--- src/rtl/mini_alu_pkg.sv ---
package mini_alu_pkg;

  localparam int unsigned OP_W = 6;
  localparam int unsigned FN_W = 6;

  // major opcodes
  localparam logic [OP_W-1:0] OPC_REG  = 6'd0;
  localparam logic [OP_W-1:0] OPC_ADDI = 6'd8;
  localparam logic [OP_W-1:0] OPC_SLTI = 6'd10;
  localparam logic [OP_W-1:0] OPC_ANDI = 6'd12;
  localparam logic [OP_W-1:0] OPC_ORI  = 6'd13;
  localparam logic [OP_W-1:0] OPC_XORI = 6'd14;
  localparam logic [OP_W-1:0] OPC_LUI  = 6'd15;
  localparam logic [OP_W-1:0] OPC_LDW  = 6'd35;
  localparam logic [OP_W-1:0] OPC_STW  = 6'd43;

  // function codes under OPC_REG
  localparam logic [FN_W-1:0] FN_ADD = 6'd32;
  localparam logic [FN_W-1:0] FN_SUB = 6'd34;
  localparam logic [FN_W-1:0] FN_AND = 6'd36;
  localparam logic [FN_W-1:0] FN_OR  = 6'd37;
  localparam logic [FN_W-1:0] FN_XOR = 6'd38;
  localparam logic [FN_W-1:0] FN_NOR = 6'd39;
  localparam logic [FN_W-1:0] FN_SLT = 6'd42;

  typedef enum logic [3:0] {
    K_ADD, K_SUB, K_AND, K_OR, K_XOR, K_NOR, K_SLT, K_PASSB, K_NONE
  } alu_kind_e;

  typedef enum logic [1:0] {
    B_REG, B_SEXT, B_ZEXT, B_UPPER
  } opb_src_e;

  typedef struct packed {
    alu_kind_e kind;
    opb_src_e  bsrc;
    logic      ovf_en;
    logic      illegal;
  } alu_ctrl_t;

endpackage

--- src/rtl/mini_alu_decode.sv ---
module mini_alu_decode
  import mini_alu_pkg::*;
(
  input  logic [OP_W-1:0] i_opcode,
  input  logic [FN_W-1:0] i_funct,
  output alu_ctrl_t       o_ctrl
);

  alu_ctrl_t ctrl_d;
  logic      is_reg_form;

  assign is_reg_form = (i_opcode == OPC_REG);

  always_comb begin
    ctrl_d = '{kind: K_NONE, bsrc: B_REG, ovf_en: 1'b0, illegal: 1'b1};
    if (is_reg_form) begin
      ctrl_d.bsrc    = B_REG;
      ctrl_d.illegal = 1'b0;
      unique case (i_funct)
        FN_ADD: begin ctrl_d.kind = K_ADD; ctrl_d.ovf_en = 1'b1; end
        FN_SUB: begin ctrl_d.kind = K_SUB; ctrl_d.ovf_en = 1'b1; end
        FN_AND: ctrl_d.kind = K_AND;
        FN_OR:  ctrl_d.kind = K_OR;
        FN_XOR: ctrl_d.kind = K_XOR;
        FN_NOR: ctrl_d.kind = K_NOR;
        FN_SLT: ctrl_d.kind = K_SLT;
        default: begin
          ctrl_d.kind    = K_NONE;
          ctrl_d.illegal = 1'b1;
        end
      endcase
    end else begin
      ctrl_d.illegal = 1'b0;
      unique case (i_opcode)
        OPC_ADDI: begin ctrl_d.kind = K_ADD; ctrl_d.bsrc = B_SEXT; ctrl_d.ovf_en = 1'b1; end
        OPC_SLTI: begin ctrl_d.kind = K_SLT; ctrl_d.bsrc = B_SEXT; end
        OPC_ANDI: begin ctrl_d.kind = K_AND; ctrl_d.bsrc = B_ZEXT; end
        OPC_ORI:  begin ctrl_d.kind = K_OR;  ctrl_d.bsrc = B_ZEXT; end
        OPC_XORI: begin ctrl_d.kind = K_XOR; ctrl_d.bsrc = B_ZEXT; end
        OPC_LUI:  begin ctrl_d.kind = K_PASSB; ctrl_d.bsrc = B_UPPER; end
        OPC_LDW, OPC_STW: begin ctrl_d.kind = K_ADD; ctrl_d.bsrc = B_SEXT; end
        default: begin
          ctrl_d.kind    = K_NONE;
          ctrl_d.illegal = 1'b1;
        end
      endcase
    end
  end

  assign o_ctrl = ctrl_d;

  // an illegal decode never carries a live operation or overflow enable
  always_comb begin
    a_r10_decode_consistent: assert (!ctrl_d.illegal || (ctrl_d.kind == K_NONE && !ctrl_d.ovf_en))
      else $error("R10 decode: illegal with live kind");
    // the overflow enable is limited to the add and subtract kinds
    a_r9_ovf_en_kind: assert (!ctrl_d.ovf_en || ctrl_d.kind == K_ADD || ctrl_d.kind == K_SUB)
      else $error("R9 decode: overflow enable on non-arith kind");
  end

endmodule

--- src/rtl/mini_alu_opsel.sv ---
module mini_alu_opsel
  import mini_alu_pkg::*;
#(
  parameter int unsigned DATA_W = 32,
  parameter int unsigned IMM_W  = 16
) (
  input  opb_src_e          i_bsrc,
  input  logic [DATA_W-1:0] i_rt_val,
  input  logic [IMM_W-1:0]  i_imm,
  output logic [DATA_W-1:0] o_opb
);

  localparam int unsigned EXT_W = DATA_W - IMM_W;

  function automatic logic [DATA_W-1:0] f_sext(input logic [IMM_W-1:0] v);
    return {{EXT_W{v[IMM_W-1]}}, v};
  endfunction

  function automatic logic [DATA_W-1:0] f_zext(input logic [IMM_W-1:0] v);
    return {{EXT_W{1'b0}}, v};
  endfunction

  function automatic logic [DATA_W-1:0] f_upper(input logic [IMM_W-1:0] v);
    return {v, {EXT_W{1'b0}}};
  endfunction

  logic [DATA_W-1:0] imm_sext;
  logic [DATA_W-1:0] imm_zext;
  logic [DATA_W-1:0] imm_upper;

  assign imm_sext  = f_sext(i_imm);
  assign imm_zext  = f_zext(i_imm);
  assign imm_upper = f_upper(i_imm);

  always_comb begin
    unique case (i_bsrc)
      B_REG:   o_opb = i_rt_val;
      B_SEXT:  o_opb = imm_sext;
      B_ZEXT:  o_opb = imm_zext;
      B_UPPER: o_opb = imm_upper;
      default: o_opb = '0;
    endcase
  end

  always_comb begin
    // zero-extended operand has a clear upper part
    a_r6_zext_upper_clear: assert (i_bsrc != B_ZEXT || o_opb[DATA_W-1:IMM_W] == '0)
      else $error("R6 zero extension leaked upper bits");
    // sign-extended operand copies bit IMM_W-1 upward and keeps the low field
    a_r4_sext_replicates: assert (i_bsrc != B_SEXT ||
                                  (o_opb[IMM_W-1:0] == i_imm &&
                                   ($signed(o_opb) < 0) == i_imm[IMM_W-1]))
      else $error("R4 sign extension mismatch");
    // upper-half placement leaves the low field zero
    a_r7_upper_low_zero: assert (i_bsrc != B_UPPER || o_opb[EXT_W-1:0] == '0)
      else $error("R7 upper placement low bits set");
    // immediate forms never pass rt through
    a_r11_rt_blocked: assert (i_bsrc == B_REG || o_opb == imm_sext || o_opb == imm_zext ||
                              o_opb == imm_upper)
      else $error("R11 rt reached an immediate operand");
  end

endmodule

--- src/rtl/mini_alu_core.sv ---
module mini_alu_core
  import mini_alu_pkg::*;
#(
  parameter int unsigned DATA_W = 32
) (
  input  alu_kind_e         i_kind,
  input  logic              i_ovf_en,
  input  logic [DATA_W-1:0] i_opa,
  input  logic [DATA_W-1:0] i_opb,
  output logic [DATA_W-1:0] o_result,
  output logic              o_ovf
);

  localparam int unsigned MSB = DATA_W - 1;

  function automatic logic f_add_ovf(input logic [DATA_W-1:0] a, input logic [DATA_W-1:0] b,
                                     input logic [DATA_W-1:0] s);
    return (a[MSB] == b[MSB]) && (s[MSB] != a[MSB]);
  endfunction

  function automatic logic f_sub_ovf(input logic [DATA_W-1:0] a, input logic [DATA_W-1:0] b,
                                     input logic [DATA_W-1:0] d);
    return (a[MSB] != b[MSB]) && (d[MSB] != a[MSB]);
  endfunction

  function automatic logic f_signed_lt(input logic [DATA_W-1:0] a, input logic [DATA_W-1:0] b);
    return $signed(a) < $signed(b);
  endfunction

  logic [DATA_W-1:0] sum_w;
  logic [DATA_W-1:0] diff_w;
  logic              add_ovf_w;
  logic              sub_ovf_w;
  logic              lt_w;

  assign sum_w     = i_opa + i_opb;
  assign diff_w    = i_opa - i_opb;
  assign add_ovf_w = f_add_ovf(i_opa, i_opb, sum_w);
  assign sub_ovf_w = f_sub_ovf(i_opa, i_opb, diff_w);
  assign lt_w      = f_signed_lt(i_opa, i_opb);

  always_comb begin
    o_result = '0;
    o_ovf    = 1'b0;
    unique case (i_kind)
      K_ADD:   begin o_result = sum_w;  o_ovf = i_ovf_en & add_ovf_w; end
      K_SUB:   begin o_result = diff_w; o_ovf = i_ovf_en & sub_ovf_w; end
      K_AND:   o_result = i_opa & i_opb;
      K_OR:    o_result = i_opa | i_opb;
      K_XOR:   o_result = i_opa ^ i_opb;
      K_NOR:   o_result = ~(i_opa | i_opb);
      K_SLT:   o_result = {{(DATA_W-1){1'b0}}, lt_w};
      K_PASSB: o_result = i_opb;
      default: begin o_result = '0; o_ovf = 1'b0; end
    endcase
  end

  always_comb begin
    // signed compare agrees with the sign of the difference corrected by overflow
    a_r3_lt_matches_diff: assert (lt_w == (diff_w[MSB] ^ sub_ovf_w))
      else $error("R3 compare disagrees with subtract sign");
    // set-less-than result is 0 or 1
    a_r3_slt_boolean: assert (i_kind != K_SLT || o_result[DATA_W-1:1] == '0)
      else $error("R3 set-less-than upper bits set");
    // the difference and the operand b add back to operand a
    a_r1_sub_inverse: assert (diff_w + i_opb == i_opa)
      else $error("R1 subtract not inverse of add");
    // overflow only leaves the core for add and subtract kinds
    a_r9_ovf_only_arith: assert (!o_ovf || i_kind == K_ADD || i_kind == K_SUB)
      else $error("R9 overflow on non-arith kind");
  end

endmodule

--- src/rtl/mini_exec_alu.sv ---
module mini_exec_alu
  import mini_alu_pkg::*;
#(
  parameter int unsigned DATA_W = 32,
  parameter int unsigned IMM_W  = 16
) (
  input  logic [5:0]        i_opcode,
  input  logic [5:0]        i_funct,
  input  logic [DATA_W-1:0] i_rs_val,
  input  logic [DATA_W-1:0] i_rt_val,
  input  logic [IMM_W-1:0]  i_imm,
  output logic [DATA_W-1:0] o_result,
  output logic              o_ovf,
  output logic              o_illegal
);

  alu_ctrl_t         ctrl_w;
  logic [DATA_W-1:0] opb_w;
  logic [DATA_W-1:0] core_res_w;
  logic              core_ovf_w;

  mini_alu_decode u_decode (
    .i_opcode (i_opcode),
    .i_funct  (i_funct),
    .o_ctrl   (ctrl_w)
  );

  mini_alu_opsel #(
    .DATA_W (DATA_W),
    .IMM_W  (IMM_W)
  ) u_opsel (
    .i_bsrc   (ctrl_w.bsrc),
    .i_rt_val (i_rt_val),
    .i_imm    (i_imm),
    .o_opb    (opb_w)
  );

  mini_alu_core #(
    .DATA_W (DATA_W)
  ) u_core (
    .i_kind   (ctrl_w.kind),
    .i_ovf_en (ctrl_w.ovf_en),
    .i_opa    (i_rs_val),
    .i_opb    (opb_w),
    .o_result (core_res_w),
    .o_ovf    (core_ovf_w)
  );

  assign o_result  = ctrl_w.illegal ? '0 : core_res_w;
  assign o_ovf     = core_ovf_w & ~ctrl_w.illegal;
  assign o_illegal = ctrl_w.illegal;

  always_comb begin
    // illegal outputs are quiet
    a_r10_illegal_quiet: assert (!o_illegal || (o_result == '0 && !o_ovf))
      else $error("R10 illegal op drove result or overflow");
    // upper-immediate load clears the low half
    a_r7_lui_low_zero: assert (i_opcode != OPC_LUI || o_result[DATA_W-IMM_W-1:0] == '0)
      else $error("R7 upper load low half not zero");
    // address forms never raise overflow
    a_r9_addr_no_ovf: assert (!(i_opcode == OPC_LDW || i_opcode == OPC_STW) || !o_ovf)
      else $error("R9 overflow raised on address form");
  end

endmodule

--- config.mk ---
export PLATFORM = sky130hd
export DESIGN_NAME = mini_exec_alu
export DESIGN_NICKNAME = d
export VERILOG_FILES = /design/src/rtl/mini_alu_pkg.sv /design/src/rtl/mini_alu_decode.sv /design/src/rtl/mini_alu_opsel.sv /design/src/rtl/mini_alu_core.sv /design/src/rtl/mini_exec_alu.sv
export SDC_FILE = /design/constraint.sdc
export NUM_CORES = 1
export LEC_CHECK = 0
export BUFFER_PORTS_ARGS = -buffer_cell sky130_fd_sc_hd__buf_2
export CORE_MARGIN = 5
export CORE_UTILIZATION = 46
export DETAILED_ROUTE_END_ITERATION = 8
export PLACE_DENSITY_LB_ADDON = 0.1
export REMOVE_ABC_BUFFERS = 1
export SETUP_SLACK_MARGIN = 0.2
export SLEW_MARGIN = 40
export SYNTH_ARGS = -nofsm -noshare
export SYNTH_HDL_FRONTEND = slang
export SYNTH_SLANG_ARGS = --single-unit
--- constraint.sdc ---
create_clock -name vclk -period 12.9
set_input_delay 2.58 -clock vclk [all_inputs]
set_output_delay 2.58 -clock vclk [all_outputs]
set_load 0.03 [all_outputs]
# Word level (Yosys, flattened, before mapping)

Index checks and enable logic that the tools add are counted.

Output and inout bits: 34
Input bits: 92
Register bits after elaboration: 0
Word-level logic and storage cells: 63

Reduce and logical (&&, ||, !) cells: 11
Bitwise gates (word level): 8
$lt $le $gt $ge: 1
Equality and inequality tests: 29
Add/subtract/negate cells: 2
Multiplexer cells: 12

Operators by type and width:

| kind                                                | number |
|---|---|
| one-hot mux 32 bit (8 select lines)                 | 1 |
| one-hot mux 32 bit (4 select lines)                 | 1 |
| equality test 6 bit, second input constant          | 9 |
| equality test 6 x 4 -> 1 bit, second input constant | 6 |
| adder 32 bit                                        | 1 |
| bitwise AND 32 bit                                  | 1 |
| less-than comparator 32 bit                         | 1 |
| two-way mux 32 bit                                  | 1 |
| inverter 32 bit                                     | 1 |
| bitwise OR 32 bit                                   | 1 |
| subtractor 32 bit                                   | 1 |
| bitwise XOR 32 bit                                  | 1 |
| one-hot mux 4 bit (7 select lines)                  | 1 |
| one-hot mux 4 bit (6 select lines)                  | 1 |
| equality test 4 x 3 -> 1 bit, second input constant | 4 |
| equality test 4 x 2 -> 1 bit, second input constant | 2 |
| two-way mux 8 bit                                   | 1 |
| OR reduction 8 bit                                  | 1 |
| OR reduction 7 bit                                  | 1 |
| logical NOT 6 bit                                   | 1 |
| one-hot mux 2 bit (3 select lines)                  | 1 |
| OR reduction 3 bit                                  | 2 |
| equality test 2 bit, second input constant          | 2 |
| equality test 4 x 1 -> 1 bit, second input constant | 1 |
| other kinds (12)                                    | 20 |

# Depth between registers and ports, before layout

Gate-level depths: netlist of run 1.

Word-level depth: 12
Gate-level depth with buffers: 23
Depth with buffers taken out: 19

# Hierarchy

From an unflattened synthesis of run 1, not the netlist that was laid out.

Cell total of the unflattened synthesis: 991
Area total of the unflattened synthesis: 6822.8 sq um

By module, submodules not included:

| module          | seq. area each (sq um) | instances | area each (sq um) | cells an instance |
|---|---|---|---|---|
| mini_alu_core   | 0.0                    | 1         | 5535.3            | 824 |
| mini_alu_opsel  | 0.0                    | 1         | 795.8             | 94 |
| mini_alu_decode | 0.0                    | 1         | 262.8             | 37 |
| mini_exec_alu   | 0.0                    | 1         | 229.0             | 36 |

# Worst setup path after synthesis of run 1

No wires, ideal clock.

Path type: input to output
From: in i_opcode[2]
To: out o_ovf
Cell stages on the path: 23
Setup slack: 3.085 ns
Arrival time: 7.235 ns
Buffers on the path: 4
Required time: 10.320 ns
Path through: clkbuf_1 nor2b_1 a211o_1 a21oi_1 nor2b_1 clkbuf_1 buf_1 nand2_1 nand2_1 o21a_1 inv_1 ha_1 clkbuf_1 inv_1 a21oi_1 o21ai_0 a21oi_1 nor2_1 a211oi_1 o21ai_0 a41oi_1 a311oi_1 a311oi_1

Word-level cells in the longest chain between the ends: 12
Elaborated cells on any way between the ends: 38
Those cells by class: add/sub: 2; eq/ne: 16; mux: 7; bitwise: 4; reduce/logical: 9

RTL lines:

| item                                                                      | RTL line                                 | RTL |
|---|---|---|
| start, declared                                                           | mini_exec_alu.sv:7                       | `input logic [5:0] i_opcode,` |
| equality test 6 x 4 -> 1 bit or equality test 6 bit (tied branches)       | mini_alu_decode.sv:34                    | `unique case (i_opcode)` |
| OR reduction 4 bit (no source line) or OR reduction 3 bit (tied branches) | n/a                                      |  |
| one-hot mux 2 bit (3 select lines)                                        | mini_alu_decode.sv:34                    |  |
| two-way mux 8 bit (*)                                                     | mini_alu_decode.sv:16                    | `if (is_reg_form) begin` |
| equality test 2 bit, or another cell as far along                         | mini_alu_opsel.sv:36                     | `unique case (i_bsrc)` |
| one-hot mux 32 bit (4 select lines)                                       | mini_alu_opsel.sv:36                     |  |
| subtractor 32 bit or adder 32 bit (tied branches)                         | mini_alu_core.sv:37, mini_alu_core.sv:36 |  |
| != test 1 bit, on equally long branches                                   | mini_alu_core.sv:23, mini_alu_core.sv:18 |  |
| logical AND 1 bit, on equally long branches                               | mini_alu_core.sv:23, mini_alu_core.sv:18 |  |
| bitwise AND 1 bit, on equally long branches                               | mini_alu_core.sv:47, mini_alu_core.sv:46 |  |
| one-hot mux 1 bit (2 select lines)                                        | mini_alu_core.sv:45                      | `unique case (i_kind)` |
| bitwise AND 1 bit (*)                                                     | mini_exec_alu.sv:50                      | `assign o_ovf = core_ovf_w & ~ctrl_w.illegal;` |
| end, declared                                                             | mini_exec_alu.sv:13                      | `output logic o_ovf,` |

Mark *: on every way between the ends. The rest lies on a longest branch, timed or not.

# Final worst setup path of run 1

From: in i_opcode[0]
To: out o_ovf

The elaborated chain is that of the path after synthesis.

==> flow_metrics.tcl, run 1 <==
set metrics [dict create \
    wire_per_inst_um 19.0 \
    finalHoldViolations 0 \
    track_usage 0.289 \
    cts_hold_buf 0 \
    start_util 0.470 \
    min-delay-start "i_rs_val[31]" \
    ant_nets 0 \
    leakage_nw 3.23 \
    viasPerCell 6.20 \
    die_w_um 124 \
    worst_ep_required_time_ns 10.32 \
    crit_type "input port to output port" \
    grt_pass1_vias 7085 \
    fin_hold_ws_ns 5.64 \
    grt-ovfl-total 0 \
    hp-class "input port to output port" \
    nFillCells 1384 \
    n_sequential_cell 0 \
    drt-met1-wl_um 10300 \
    placed_area_um2 6680 \
    cp_slowest_cell "o31ai_1" \
    cp_max_fo 24 \
    syn-cell-area_um2 5960 \
    cp-start-kind "input port" \
    setup-tns-final_ns 0 \
    multi_input_area_um2 5380 \
    switching_power_mw 0.206 \
    vias 7448 \
    pwr-share-comb 1.000 \
    stdcell_count 1201 \
    yosysSeqAreaShare 0 \
    grt_first_pass_wirelength_um 35800 \
    holdPathEnd "o_ovf" \
    drc 0 \
    peakVddDrop_mv 0.0216 \
    clkPwrFrac 0 \
    cp_common_cell "o21ai_0" \
    dp_cells 1201 \
    min_path_cells 4 \
    dp_slack_ns 2.35 \
    p_per_area_nw_per_um2 47.1 \
    antenna_found_initial 0 \
    slowest_delay_ns 0.63 \
    nNetsFinal 1229 \
    drive_gt1_frac 0.154 \
    p_int_mw 0.108 \
    register_area_um2 0 \
    ctsResizeCount 0 \
    diodes 0 \
    maxCapViolations 0 \
    syn_avg_cell_area_um2 6.29 \
    highest_layer "met4" \
    p_total_mw 0.315 \
    slew_viol_final 0 \
    core-area_um2 12700 \
    design.die.area_um2 15300 \
    path_cells "buf_2 -> nor2b_1 -> o21ai_0 -> and2_1 -> buf_4 -> nand2_1 -> o21ai_0 -> inv_1 -> ha_1 -> o21ai_0 -> a211oi_1 -> o31ai_1 -> o31ai_1 -> o21ai_0 -> a21oi_1 -> a221oi_1 -> o31ai_1 -> nand2_1 -> a311oi_1 -> buf_2" \
    crit_arrival_ns 8.00 \
    wl_met3_um 2180 \
    timing.final.crit_share 0.820 \
    numPortBuffers 126 \
    seqPwrFrac 0 \
    final_cell_area_um2 6690 \
    placementRows 41 \
    crit_path_end_kind "output port" \
    synth_area_leader_cell "ha_1" \
    synth_warnings 0 \
    nClkBuffers 0 \
    firstDrtPassIters 6 \
    final_util 0.528 \
    period_needed_ns 10.58 \
    place.gp.congestion 0.985 \
    area_delta_synth_final_pct 12.3 \
    worstMarginPinSlew_ns 0.787 \
    drt_wl_total_um 22800 \
    p_sw_frac 0.655 \
    status "finished, final reports clean" \
    dp_hpwl_um 17500 \
    fin_ws_ns 2.32 \
    rsz0062_at_grt "no" \
    synthTopCellsByArea "ha_1 22%, nand2_1 8.4%, a21oi_1 7.6%" \
    grt_max_degree 33 \
    ys_types 70 \
    wl_met2_um 9630 \
    synthCells 947 \
    drt_iter0_drc 729 \
    slew_headroom 0.474 \
    pin_count 126 \
    synth_top_area_share 0.218 \
    critPathLaunch "i_opcode[0]" \
    fmax_mhz 94.5 \
    postCtsSetupBuffers 0 \
    die_y_um 124 \
    finalSetupViolCount 0 \
]
-- area by class of cell --
cell class / instances / share of cell area
inverters: 104 / 0.0584
multi-input cells: 789 / 0.804
well taps: 172 / 0.0322
repair buffers: 136 / 0.106
-- critical path: cells and delay by family --
kind | cells | cell delay, ns
AND/OR/NAND/NOR | 4 | 0.70
adder cells (fa/ha/maj) | 1 | 0.51
buffers and inverters | 4 | 0.87
AO/OA/AOI/OAI | 11 | 3.32
-- cells by family (layout without fill, tap and decap cells) --
family                     Yosys count  count (layout)  share of synthesized area
adders and majority gates          106             106                      0.225
and+or+nand+nor                    307             307                      0.238
AOI/OAI and AO/OA                  367             367                      0.422
xor gates and xnor gates             4               4                    0.00588
muxes                                5               5                    0.00840
buffers and inverters              158             240                      0.101
-- metal layers --
metal / up-vias / track usage
met5: - / 0
met4: 0 / 0.0824
met3: 48 / 0.0336
met2: 372 / 0.457
met1: 3423 / 0.413
li1: 3605 / -
-- worst max path at each step --
| stage | to | slack (ns) | cells after the start |
|---|---|---|---|
| after floorplan | o_ovf | 2.52 | 16 |
| after global placement | o_result[25] | 2.47 | 18 |
| after detailed placement | o_result[25] | 2.35 | 18 |
| after CTS | o_result[25] | 2.31 | 18 |
| after global routing | o_result[31] | 1.85 | 20 |
| final | o_ovf | 2.32 | 20 |
-- power by group through the flow --
stage                     combinational [mW]  clock (mW)  sequential, mW
after global placement                 0.306           0               0
after CTS                              0.308           0               0
after detailed placement               0.306           0               0
final                                  0.315           0               0
after floorplan                        0.218           0               0
after global routing                   0.347           0               0
-- placed cells by master, fill, tap and decap left out, drive strengths merged, types with 6 or more instances in the layout --
cell	count
a21o	10
nand2b	8
nor2b	11
o21a	20
a2111oi	6
buf	136
nor2	73
nand2	133
a211oi	12
a31oi	7
o31ai	13
nand3	12
a221oi	29
o22ai	8
o211ai	22
o221ai	6
inv	104
nor3	17
or3	6
nor4	9
and2	7
o21ai	73
a21oi	92
nand4	10
ha	104
a22oi	8
o21bai	18
-- synth_stat cells (6+ instances only) --
cell      number
o211ai_1      22
o221ai_1       6
nand2_1      133
nor4_1         8
nor2b_1       11
o31ai_1       12
nor3_1        17
a211oi_1      12
o22ai_1        8
o21bai_1      18
a221oi_1      29
nor2_1        73
a31oi_1        7
nand4_1       10
and2_1         6
a21o_1        10
nand3_1       12
inv_1        104
nand2b_1       8
or3_1          6
a22oi_1        7
o21ai_0       73
clkbuf_1      44
ha_1         104
o21a_1        20
a21oi_1       90
buf_2          6
No activity file was read; power rests on OpenSTA's default activity.
==> run 2: changes to the inputs <==
--- a/config.mk
+++ b/config.mk
@@ -5,6 +5,7 @@
 export SDC_FILE = /design/constraint.sdc
 export NUM_CORES = 1
 export LEC_CHECK = 0
+export ABC_AREA = 1
 export BUFFER_PORTS_ARGS = -buffer_cell sky130_fd_sc_hd__buf_2
 export CORE_MARGIN = 5
 export CORE_UTILIZATION = 46
==> constraint.sdc (replaced) <==
create_clock -name vclk -period 8.5
set_input_delay 1.7 -clock vclk [all_inputs]
set_output_delay 1.7 -clock vclk [all_outputs]
set_load 0.03 [all_outputs]
==> run 2 against run 1 <==
Compared with the run above:
- non-clock buffer count decreased by 1
- cell area up 27%
- first-iteration DRC count grew 79%
- sequential cell count is the same
- critical path depth increased by 6
- global-route usage rose by 3.6 points
- final cell count increased by 55%
- critical endpoint is now o_result[30]
- clock-buffer cell count unchanged
- worst hold slack worse by 1.8 ns
- power is 110% higher
- worst setup slack got worse by 1.5 ns
- synthesized cell count is 64% higher
==> flow_metrics.tcl, run 2 <==
set metrics [dict create \
    leakage_nw 5.20 \
    grt_pass1_vias 9597 \
    start_util 0.468 \
    timing.final.crit_share 0.898 \
    yosysSeqAreaShare 0 \
    cp_max_fo 12 \
    die_w_um 140 \
    drive_gt1_frac 0.109 \
    nFillCells 1940 \
    register_area_um2 0 \
    vias 10306 \
    drt_iter0_drc 1304 \
    netlist_top_cells_count "468 x nand2_1, 294 x inv_1, 186 x nor2_1" \
    synthTopCellsByArea "nand2_1 23%, ha_1 17%, inv_1 14%" \
    viasPerCell 5.54 \
    finalSetupViolCount 0 \
    fmax_mhz 131 \
    slew_headroom 0.539 \
    syn_avg_cell_area_um2 5.01 \
    dp_hpwl_um 27600 \
    status "finished, final reports clean" \
    grt_max_degree 25 \
    cts_hold_buf 0 \
    slew_viol_final 0 \
    grt-ovfl-total 0 \
    grt_first_pass_wirelength_um 51200 \
    drc 0 \
    final_cell_mix "468 x nand2_1, 293 x inv_1, 186 x nor2_1" \
    worst_ep_required_time_ns 6.80 \
    nNetsFinal 1840 \
    hp-class "input port to output port" \
    synth_warnings 0 \
    place.gp.congestion 1.04 \
    numPortBuffers 126 \
    nClkBuffers 0 \
    worstMarginPinSlew_ns 0.688 \
    synth_area_leader_cell "nand2_1" \
    rsz0062_at_grt "no" \
    crit_path_end_kind "output port" \
    final_util 0.511 \
    maxCapViolations 0 \
    cp-start-kind "input port" \
    track_usage 0.326 \
    finalHoldViolations 0 \
    syn-cell-area_um2 7760 \
    final_common_cell "nand2_1" \
    peakVddDrop_mv 0.0363 \
    die_y_um 140 \
    ctsResizeCount 0 \
    wire_per_inst_um 18.0 \
    design.die.area_um2 19600 \
    synthCells 1550 \
    crit_type "input port to output port" \
    diodes 0 \
    antenna_found_initial 0 \
    period_needed_ns 7.64 \
    ant_nets 0 \
    placementRows 47 \
    p_per_area_nw_per_um2 78.0 \
    crit_arrival_ns 5.94 \
    ys_types 38 \
    setup-tns-final_ns 0 \
    pin_count 126 \
    core-area_um2 16600 \
    multi_input_area_um2 6350 \
    firstDrtPassIters 6 \
    n_sequential_cell 0 \
    yosysMostFrequentCell "nand2_1" \
    synth_top_area_share 0.226 \
    area_delta_synth_final_pct 9.22 \
    drt_wl_total_um 33500 \
    postCtsSetupBuffers 0 \
]
[run 2: cell count changes after synthesis, moves of 29 or more]
cell | previous run | this run
a221oi_1 | 29 | 0
nand3_1 | 12 | 141
inv_1 | 104 | 294
a21oi_1 | 90 | 60
nand2_1 | 133 | 468
nor2_1 | 73 | 186
clkbuf_1 | 44 | 7
[run 2: area by class of cell]
cell class	instances	share of cell area
Multi-Input combinational cell	1198	0.749
Inverter	307	0.136
Timing Repair Buffer	135	0.0823
Tap cell	220	0.0325
[run 2: logic make-up (layout without fill, tap and decap cells)]
logic type / Yosys count / count (layout) / synth area share
buf+inv: 352 / 442 / 0.182
fa+ha+maj: 106 / 106 / 0.173
compound gates: 187 / 187 / 0.137
xor+xnor: 15 / 15 / 0.0169
simple gates: 890 / 890 / 0.492
[run 2: final timing paths]
| path | from | to | slack, ns | cells past startpoint |
|---|---|---|---|---|
| worst max-delay path | i_opcode[5] | o_result[30] | 0.86 | 26 |
| worst min-delay path | i_rs_val[31] | o_ovf | 3.84 | 5 |
[run 2: metrics by stage]
step / worst slack [ns] / instance area (um2) / power (mW) / hold WS, ns / cells
after floorplan: 2.08 / 7510 / 0.435 / 3.61 / 1505
after global placement: 1.11 / 8480 / 0.638 / 3.83 / 1860
after detailed placement: 1.03 / 8480 / 0.638 / 3.85 / 1860
after CTS: 1.02 / 8480 / 0.641 / 3.85 / 1860
after global routing: 0.554 / 8480 / 0.730 / 3.87 / 1860
final: 0.865 / 8480 / 0.662 / 3.84 / 1860
[run 2: where the power goes]
part           leakage [nW]  switching, mW  internal, mW
combinational          5.20          0.467         0.195
sequential                0              0             0
clock                     0              0             0
total                  5.20          0.467         0.195
[run 2: per-layer routing]
layer / vias to the layer above / GRT usage / wire length [um]
li1: 5029 / - / -
met1: 4635 / 0.465 / 14900
met2: 570 / 0.500 / 13700
met3: 72 / 0.0603 / 3690
met4: 0 / 0.0948 / 1160
met5: - / 0 / 0
[run 2: critical path: stages]
cell and delay [ns]:
buf_2 0.12, nor2_4 0.14, nand3_2 0.13, nand2_1 0.09, nand2_1 0.07, nand3_2 0.20, nand2_1 0.37, inv_1 0.41
nand2_1 0.09, nand2_1 0.12, ha_1 0.25, inv_1 0.08, fa_1 0.44, inv_1 0.16, nand3_1 0.09, nand3_1 0.28
nand2_1 0.09, nand2_1 0.20, nand3_1 0.10, nand2_1 0.14, nand3_1 0.16, nand2_1 0.09, nand2_1 0.05, nand3_1 0.07
nand3_1 0.11, buf_2 0.21
